===== src/rtl/trs_pkg.sv =====
package trs_pkg;

  localparam int WORD_W   = 10;
  localparam int NARROW_W = 8;

  typedef logic [WORD_W-1:0] vword_t;

  // Role of a word held in the delay line.
  typedef enum logic [1:0] {
    TAG_NONE = 2'd0,
    TAG_PRE  = 2'd1,
    TAG_SAV  = 2'd2,
    TAG_EAV  = 2'd3
  } trs_tag_e;

  // 8-bit source word to 10-bit word: two zero LSBs, all ones stays all ones.
  function automatic vword_t widen_narrow(logic [NARROW_W-1:0] b);
    if (&b) return '1;
    return {b, {(WORD_W-NARROW_W){1'b0}}};
  endfunction

  // Word lies in the top band once the low clip bits are ignored.
  function automatic logic near_top(vword_t w, int unsigned clip);
    vword_t ones;
    ones = '1;
    return (w >> clip) == (ones >> clip);
  endfunction

  // Word lies in the bottom band once the low clip bits are ignored.
  function automatic logic near_bottom(vword_t w, int unsigned clip);
    return (w >> clip) == '0;
  endfunction

endpackage


===== src/rtl/trs_word_widen.sv =====
module trs_word_widen
  import trs_pkg::*;
(
  input  logic   narrow_mode,
  input  vword_t raw_word,
  output vword_t wide_word
);

  always_comb begin
    if (narrow_mode) wide_word = widen_narrow(raw_word[NARROW_W-1:0]);
    else             wide_word = raw_word;
  end

endmodule


===== src/rtl/trs_preamble_match.sv =====
module trs_preamble_match
  import trs_pkg::*;
#(
  parameter int CLIP_BITS = 2
) (
  input  vword_t oldest,
  input  vword_t middle,
  input  vword_t newest,
  output logic   preamble_seen
);

  logic top_ok;
  logic mid_ok;
  logic new_ok;

  always_comb begin
    top_ok        = near_top(oldest, CLIP_BITS);
    mid_ok        = near_bottom(middle, CLIP_BITS);
    new_ok        = near_bottom(newest, CLIP_BITS);
    preamble_seen = top_ok & mid_ok & new_ok;
  end

endmodule


===== src/rtl/trs_delay_line.sv =====
module trs_delay_line
  import trs_pkg::*;
#(
  parameter int DEPTH = 4
) (
  input  logic     clk,
  input  logic     rst_n,
  input  logic     push,
  input  vword_t   din,
  input  trs_tag_e din_tag,
  input  logic     clip_now,
  output vword_t   tap_new,
  output vword_t   tap_mid,
  output vword_t   tap_old,
  output vword_t   head_word,
  output trs_tag_e head_tag
);

  // Entry 0 is the newest word, entry DEPTH-1 is presented at the output.
  vword_t   mem  [DEPTH];
  trs_tag_e tags [DEPTH];

  always_ff @(posedge clk or negedge rst_n) begin
    if (!rst_n) begin
      for (int i = 0; i < DEPTH; i++) begin
        mem[i]  <= '0;
        tags[i] <= TAG_NONE;
      end
    end else if (push) begin
      mem[0]  <= din;
      tags[0] <= din_tag;
      for (int i = 1; i < DEPTH; i++) begin
        mem[i]  <= mem[i-1];
        tags[i] <= tags[i-1];
      end
      if (clip_now) begin
        // The three preamble words move one place and are forced to their extremes.
        mem[3]  <= '1;
        mem[2]  <= '0;
        mem[1]  <= '0;
        tags[3] <= TAG_PRE;
        tags[2] <= TAG_PRE;
        tags[1] <= TAG_PRE;
      end
    end
  end

  assign tap_new   = mem[0];
  assign tap_mid   = mem[1];
  assign tap_old   = mem[2];
  assign head_word = mem[DEPTH-1];
  assign head_tag  = tags[DEPTH-1];

endmodule


===== src/rtl/trs_region_tracker.sv =====
module trs_region_tracker
  import trs_pkg::*;
(
  input  logic     clk,
  input  logic     rst_n,
  input  logic     shift,
  input  logic     detect_off,
  input  trs_tag_e leaving_tag,
  output logic     in_region
);

  always_ff @(posedge clk or negedge rst_n) begin
    if (!rst_n) begin
      in_region <= 1'b0;
    end else if (detect_off) begin
      in_region <= 1'b0;
    end else if (shift) begin
      case (leaving_tag)
        TAG_SAV: in_region <= 1'b1;
        TAG_EAV: in_region <= 1'b0;
        default: in_region <= in_region;
      endcase
    end
  end

endmodule


===== src/rtl/trs_clip_detect.sv =====
module trs_clip_detect
  import trs_pkg::*;
#(
  parameter int DEPTH     = 4,
  parameter int CLIP_BITS = 2,
  parameter int FLAG_BIT  = 4
) (
  input  logic              clk,
  input  logic              rst_n,
  input  logic [WORD_W-1:0] word_in,
  input  logic              word_in_vld,
  input  logic              narrow_mode,
  input  logic              det_enable_n,
  output logic [WORD_W-1:0] word_out,
  output logic              word_out_vld,
  output logic              trs_hit,
  output logic              trs_is_sav,
  output logic              trs_is_eav,
  output logic              active_video
);

  // DEPTH must be at least 4 so the oldest preamble word is still held
  // when the code word arrives.

  vword_t   wide_word;
  vword_t   tap_new;
  vword_t   tap_mid;
  vword_t   tap_old;
  vword_t   head_word;
  trs_tag_e head_tag;
  trs_tag_e new_tag;
  logic     preamble_seen;
  logic     match_fire;
  logic     in_region;
  logic     vld_q;

  trs_word_widen u_widen (
    .narrow_mode (narrow_mode),
    .raw_word    (word_in),
    .wide_word   (wide_word)
  );

  trs_preamble_match #(.CLIP_BITS(CLIP_BITS)) u_match (
    .oldest        (tap_old),
    .middle        (tap_mid),
    .newest        (tap_new),
    .preamble_seen (preamble_seen)
  );

  // Named event: a reference code word is accepted this cycle.
  assign match_fire = word_in_vld & ~det_enable_n & preamble_seen;

  always_comb begin
    if (!match_fire)              new_tag = TAG_NONE;
    else if (wide_word[FLAG_BIT]) new_tag = TAG_EAV;
    else                          new_tag = TAG_SAV;
  end

  trs_delay_line #(.DEPTH(DEPTH)) u_line (
    .clk       (clk),
    .rst_n     (rst_n),
    .push      (word_in_vld),
    .din       (wide_word),
    .din_tag   (new_tag),
    .clip_now  (match_fire),
    .tap_new   (tap_new),
    .tap_mid   (tap_mid),
    .tap_old   (tap_old),
    .head_word (head_word),
    .head_tag  (head_tag)
  );

  trs_region_tracker u_region (
    .clk         (clk),
    .rst_n       (rst_n),
    .shift       (word_in_vld),
    .detect_off  (det_enable_n),
    .leaving_tag (head_tag),
    .in_region   (in_region)
  );

  always_ff @(posedge clk or negedge rst_n) begin
    if (!rst_n) vld_q <= 1'b0;
    else        vld_q <= word_in_vld;
  end

  assign word_out     = head_word;
  assign word_out_vld = vld_q;
  assign trs_is_sav   = vld_q & (head_tag == TAG_SAV);
  assign trs_is_eav   = vld_q & (head_tag == TAG_EAV);
  assign trs_hit      = trs_is_sav | trs_is_eav;
  assign active_video = vld_q & in_region & (head_tag == TAG_NONE);

endmodule


===== config.mk =====
export PLATFORM = sky130hd
export DESIGN_NAME = trs_clip_detect
export DESIGN_NICKNAME = d
export VERILOG_FILES = /design/src/rtl/trs_pkg.sv /design/src/rtl/trs_word_widen.sv /design/src/rtl/trs_preamble_match.sv /design/src/rtl/trs_delay_line.sv /design/src/rtl/trs_region_tracker.sv /design/src/rtl/trs_clip_detect.sv
export SDC_FILE = /design/constraint.sdc
export NUM_CORES = 1
export LEC_CHECK = 0
export BUFFER_PORTS_ARGS = -buffer_cell sky130_fd_sc_hd__clkbuf_2
export CAP_MARGIN = 15
export CORE_MARGIN = 5
export CORE_UTILIZATION = 46
export DETAILED_ROUTE_END_ITERATION = 8
export PLACE_DENSITY_LB_ADDON = 0.05
export SKIP_LAST_GASP = 1
export SLEW_MARGIN = 0
export SYNTH_ARGS = -nofsm -noshare
export SYNTH_HDL_FRONTEND = slang
export SYNTH_SLANG_ARGS = --single-unit

===== constraint.sdc =====
create_clock -name clk -period 2.14 [get_ports clk]
set_clock_uncertainty 0.2 [all_clocks]
set_input_delay 0.321 -clock clk [delete_from_list [all_inputs] [get_ports clk]]
set_output_delay 0.321 -clock clk [all_outputs]
set_load 0.02 [all_outputs]

-- Word-level counts from Yosys, hierarchy flattened
Index checks and enable logic that the tools add are counted.
- bits in registers: 50
- equality and inequality tests: 3
- mux-type cells: 12
- bitwise operators: 10
- reduce and logical (&&, ||, !) cells: 7
- operator list (operator ; count):
    $mux W10 ; 3
    $mux W30 ; 1
    $logic_not A10 Y1 ; 2
    $and A1 B1 Y1 ; 8
    $eq A8 B8 Y1 const B ; 1
    $reduce_and A8 Y1 ; 1
    $mux W6 ; 1
    $mux W1 ; 5
    $eq A2 B2 Y1 const B ; 2
    $reduce_bool A3 Y1 ; 1
    $logic_not A2 Y1 ; 1
    $mux W2 ; 1
    $pmux W1 S2 ; 1
    $reduce_and A2 Y1 ; 1
    $reduce_bool A2 Y1 ; 1
    $not A1 Y1 ; 1
    $or A1 B1 Y1 ; 1

-- Logic depth before layout (Yosys ltp)
- word-level depth: 7
- depth in mapped cells: 6
- depth with buffers taken out: 4

-- Hierarchy
Synthesis repeated with hierarchy kept, for this count alone.
- cell total of the unflattened synthesis: 218
- area, all modules: 2354.8 um^2
- modules (own cells, without submodules) (module ; times used ; cells an instance ; area each (um^2) ; sequential area each (um^2)):
    trs_delay_line ; 1 ; 182 ; 1980.6 ; 1201.2
    trs_word_widen ; 1 ; 15 ; 163.9 ; 0.0
    trs_clip_detect ; 1 ; 7 ; 81.3 ; 25.0
    trs_preamble_match ; 1 ; 10 ; 77.6 ; 0.0
    trs_region_tracker ; 1 ; 4 ; 51.3 ; 25.0

-- Worst setup path after synthesis
Ideal clock, no wire load.
- kind: register to register
- from: register u_line.mem, in the netlist u_line.tap_mid[8]
- to: register u_line.tags, in the netlist u_line.head_tag[1]
- setup time: 166 ps
- data arrival time: 1583 ps
- path slack: 192 ps
- stages on the path, launching flop included: 5
- period minus slack after synthesis: 1948 ps
- cells stage by stage: dfrtp_1 nor4_1 nand4_1 nor4_1 o22ai_1
- longest elaborated chain between the ends: 5
- RTL lines (what ; line ; RTL):
    from (decl) ; trs_delay_line.sv:20 ; vword_t mem [DEPTH];
    from (signal, indexed assignment) ; trs_delay_line.sv:33 ; mem[i] <= mem[i-1];
    $logic_not A10 Y1 ; trs_pkg.sv:31 ; return (w >> clip) == '0;
    $and A1 B1 Y1 (2 in a row) ; trs_preamble_match.sv:20 ; preamble_seen = top_ok & mid_ok & new_ok;
    $and A1 B1 Y1 ; trs_clip_detect.sv:51 ; assign match_fire = word_in_vld & ~det_enable_n & preamble_seen;
    $mux W6 ; trs_delay_line.sv:36 ; if (clip_now) begin
    to (signal, indexed assignment) ; trs_delay_line.sv:34 ; tags[i] <= tags[i-1];
    to (decl) ; trs_delay_line.sv:21 ; trs_tag_e tags [DEPTH];
Every way passes these cells.
A chain may end at the register's enable or synchronous reset.

-- Worst setup path after layout
- from: input port det_enable_n
- to: register u_line.tags[4] (netlist name)
- longest elaborated chain between the ends: 4
- RTL lines (what ; line ; RTL):
    from (decl) ; trs_clip_detect.sv:13 ; input logic det_enable_n,
    $not A1 Y1 ; trs_clip_detect.sv:51 ;
    $and A1 B1 Y1 (2 in a row) ; trs_clip_detect.sv:51 ;
    $mux W6 ; trs_delay_line.sv:36 ;
Every way passes these cells.

==> flow_metrics.env <==
export IMPL_outcome="completed"
export IMPL_rsz0062_at_grt="no"
export IMPL_cp_depth=5
export IMPL_clk_latency_ps=300
export IMPL_timing_final_crit_share_pct=91.6
export IMPL_yosys_top_cells_count="dfrtp_1, mux2_2, nor2_1"
export IMPL_final_design_area_no_fill_um2=2370
export IMPL_dp_hpwl_mm=2.63
export IMPL_worst_pin_slew_ps=718
export IMPL_worst_setup_ep="u_line.tags[4]"
export IMPL_crit_reg2reg_launch="u_line.tap_mid[7]"
export IMPL_num_fill_cells=392
export IMPL_critical_path_max_stage_delay_ps=590
export IMPL_post_synth_main_area_contributors="dfrtp_1, mux2_2, mux2i_1"
export IMPL_worst_r2r_endpoint="u_line.tags[4]"
export IMPL_asyncSetResetFlopFracSynth_pct=100
export IMPL_criticalPathCategory="input pin to flip-flop"
export IMPL_initial_core_util_pct=47.4
export IMPL_synth_most_common_cell="dfrtp_1"
export IMPL_via_count_of_the_first_global_routing_pass=1331
export IMPL_clock_tree_root_cell="clkbuf_8"
export IMPL_postCtsSetupRepairBufs=0
export IMPL_drt_wl_total_mm=3.70
export IMPL_synth_main_ff_cell="dfrtp_1"
export IMPL_crit_buf_inv=2
export IMPL_gpl_final_weighted_congestion=0.728
export IMPL_cts_tree="yes"
export IMPL_yosys_area_top_type="dfrtp_1"
export IMPL_maxClockFrequency_mhz=510
export IMPL_synth_enable_flop_cells=0
export IMPL_crit_required_ps=2160
export IMPL_clock_sinks=50
export IMPL_leakage_nw=1.05
export IMPL_critPathSlowestCell="or4_4"
export IMPL_io_pin_count=30
export IMPL_timing_critical_path_max_delay_family="simple AND/OR/NAND/NOR gates"
export IMPL_multi_input_area_um2=721
export IMPL_post_synth_instance_area_um2=2050
export IMPL_placement_setup_worst_slack_ps=135
export IMPL_critPathMaxFanout=7
export IMPL_post_detailed_route_count_of_antenna_violating_nets=0
export IMPL_wl_per_cell_um=14.5
export IMPL_crit_chain="dlygate4sd3_1 > clkbuf_2 > nand4bb_1 > or4_4 > a31oi_1"
export IMPL_maxCapViolations=0
export IMPL_setup_worst_path_start_class="input pin"
export IMPL_synth_top_cell_area_share_pct=61.1
export IMPL_route_detailed_vias_per_inst=5.26
export IMPL_synth_seq_area_share_pct=61.1
export IMPL_hold_fails_final_rpt=0
export IMPL_flow_area_growth_from_synthesis_pct=15.7
export IMPL_n_antenna_cell=0
export IMPL_cts_buffer_depth=2
export IMPL_die_area_um2=5890
export IMPL_rrSetupSlack_ps=190
export IMPL_grt_ovfl_total=0
export IMPL_worst_ep_arrival_time_ps=1980
export IMPL_critPathCaptureType="flip-flop"
export IMPL_fin_setup_tns_ps=0
export IMPL_timing_critical_path_from="det_enable_n"
export IMPL_drc=0
export IMPL_power_density_nw_per_um2=861
export IMPL_grt_first_pass_wirelength_mm=6.35
export IMPL_layout_setup_ws_ps=180
export IMPL_avgSynthCellArea_um2=12.0
export IMPL_post_route_cells_drive_above_1_share_pct=31.5
export IMPL_post_synth_num_cell_types=28
export IMPL_cts_made_buffers=5
export IMPL_worst_slew_margin_rel_pct=52.1
export IMPL_number_of_nets_produced_by_synthesis=186
export IMPL_final_max_slew_viol_count=0
export IMPL_cts_reportedPaths_clkPinSlew_ps=80
export IMPL_grt_max_degree=73
export IMPL_grt_total_usage_pct=13.2
export IMPL_drt_pass1_iter_count=5
export IMPL_ys_seq_elements=50
export IMPL_dr_total_vias=1342
export IMPL_final_layout_net_count=217
export IMPL_placedInstanceArea_um2=2250
export IMPL_die_width_um=76.7
export IMPL_drtIter0Drc=75
export IMPL_h_tree_depth=2
export IMPL_finalCriticalPeriod_ps=1960
export IMPL_antenna_found_initial=0
export IMPL_regArea_um2=1250
export IMPL_ys_warn_count=0
export IMPL_floorplan_core_area_um2=4320
export IMPL_fp_row_count=24
export IMPL_setup_violations_final=0
export IMPL_port_buffer_count=29
export IMPL_min_path_type="input pin to flip-flop"
export IMPL_fp_dieH_um=76.7
export IMPL_netlist_instances=171
export IMPL_max_vdd_ir_drop_mv=0.567
export IMPL_rr_worst_depth=4
[state kept, by name (all words and copies together), names as in the netlist]
signal,count
u_line.head_tag,2
u_line.head_word,10
u_line.tags,6
u_line.tap_mid,10
u_line.tap_new,10
u_line.tap_old,10
u_region.in_region,1
word_out_vld,1
[cell usage in the layout (no fill, tap or decap), types with 3 or more instances in the layout]
cell type  instances
dfrtp_1           50
clkbuf_2          29
mux2_2            24
nor2_1            14
inv_1             11
nand2_1            9
o22ai_1            8
a21oi_1            8
mux2i_1            7
a31oi_1            6
clkbuf_8           6
nor4_1             4
nor2b_1            3
[area by class of cell]
cell class              instances  share of cell area, %
clock buffers                   7                   3.64
well taps                      52                   2.75
inverters                      11                   1.74
flip-flops and latches         50                   52.8
multi-input cells             100                   30.4
clock inverters                 1                  0.211
repair buffers                 34                   8.45
[timing repair]
item	4_1_cts	5_1_grt
endpoints found under the hold margin	21	0
resized for setup	0	1
setup endpoints to repair	0	2
hold buffers	2	0
[worst min-delay path by stage]
stage / from / end / slack (ps) / cells past startpoint
after floorplan: rst_n / u_line.head_tag[0] / -170 / 0
after global placement: rst_n / u_line.head_tag[1] / 110 / 1
after detailed placement: rst_n / u_line.head_tag[1] / 130 / 1
after CTS: word_in[8] / u_line.tap_new[8] / 50 / 3
after global routing: word_in[8] / u_line.tap_new[8] / 70 / 3
final: word_in[8] / u_line.tap_new[8] / 70 / 3
[tightest hold or removal path: stages]
cell and delay [ps]:
clkbuf_2 80, nand2b_1 60, a31oi_1 70
[per-layer routing]
| metal | global-route usage, % | part of all wire (%) | vias up |
|---|---|---|---|
| li1 | - | - | 662 |
| met1 | 18.5 | 48 | 646 |
| met2 | 19.1 | 45 | 30 |
| met3 | 4.22 | 4.7 | 4 |
| met4 | 5.24 | 1.6 | 0 |
| met5 | 0 | 0 | - |
[logic make-up (layout without fill, tap and decap cells)]
logic type	Yosys count	in the layout	synth area share (%)
muxes	31	31	16.6
AOI/OAI and AO/OA	27	27	8.13
DFF	50	50	61.1
buffers and inverters	21	53	3.91
and+or+nand+nor	42	42	10.3
[through the flow]
stage	power, W	std cells	utilization, %	hold slack, ps
2_1_floorplan	0.00138	171	-	-175
3_3_place_gp	0.00150	245	52.1	112
3_5_place_dp	0.00152	245	52.1	133
4_1_cts	0.00207	255	54.7	53.9
5_1_grt	0.00215	255	54.8	72.1
6_report	0.00204	255	54.8	67.2
[power by group]
part	leakage, nW	total, W	switching, W	internal [W]
combinational	0.411	0.000330	0.000176	0.000154
clock	0.0482	0.000545	0.000284	0.000261
sequential	0.587	0.00117	0.0000889	0.00108
total	1.05	0.00204	0.000550	0.00149
Note: power is estimated with default switching activity, not from simulation.
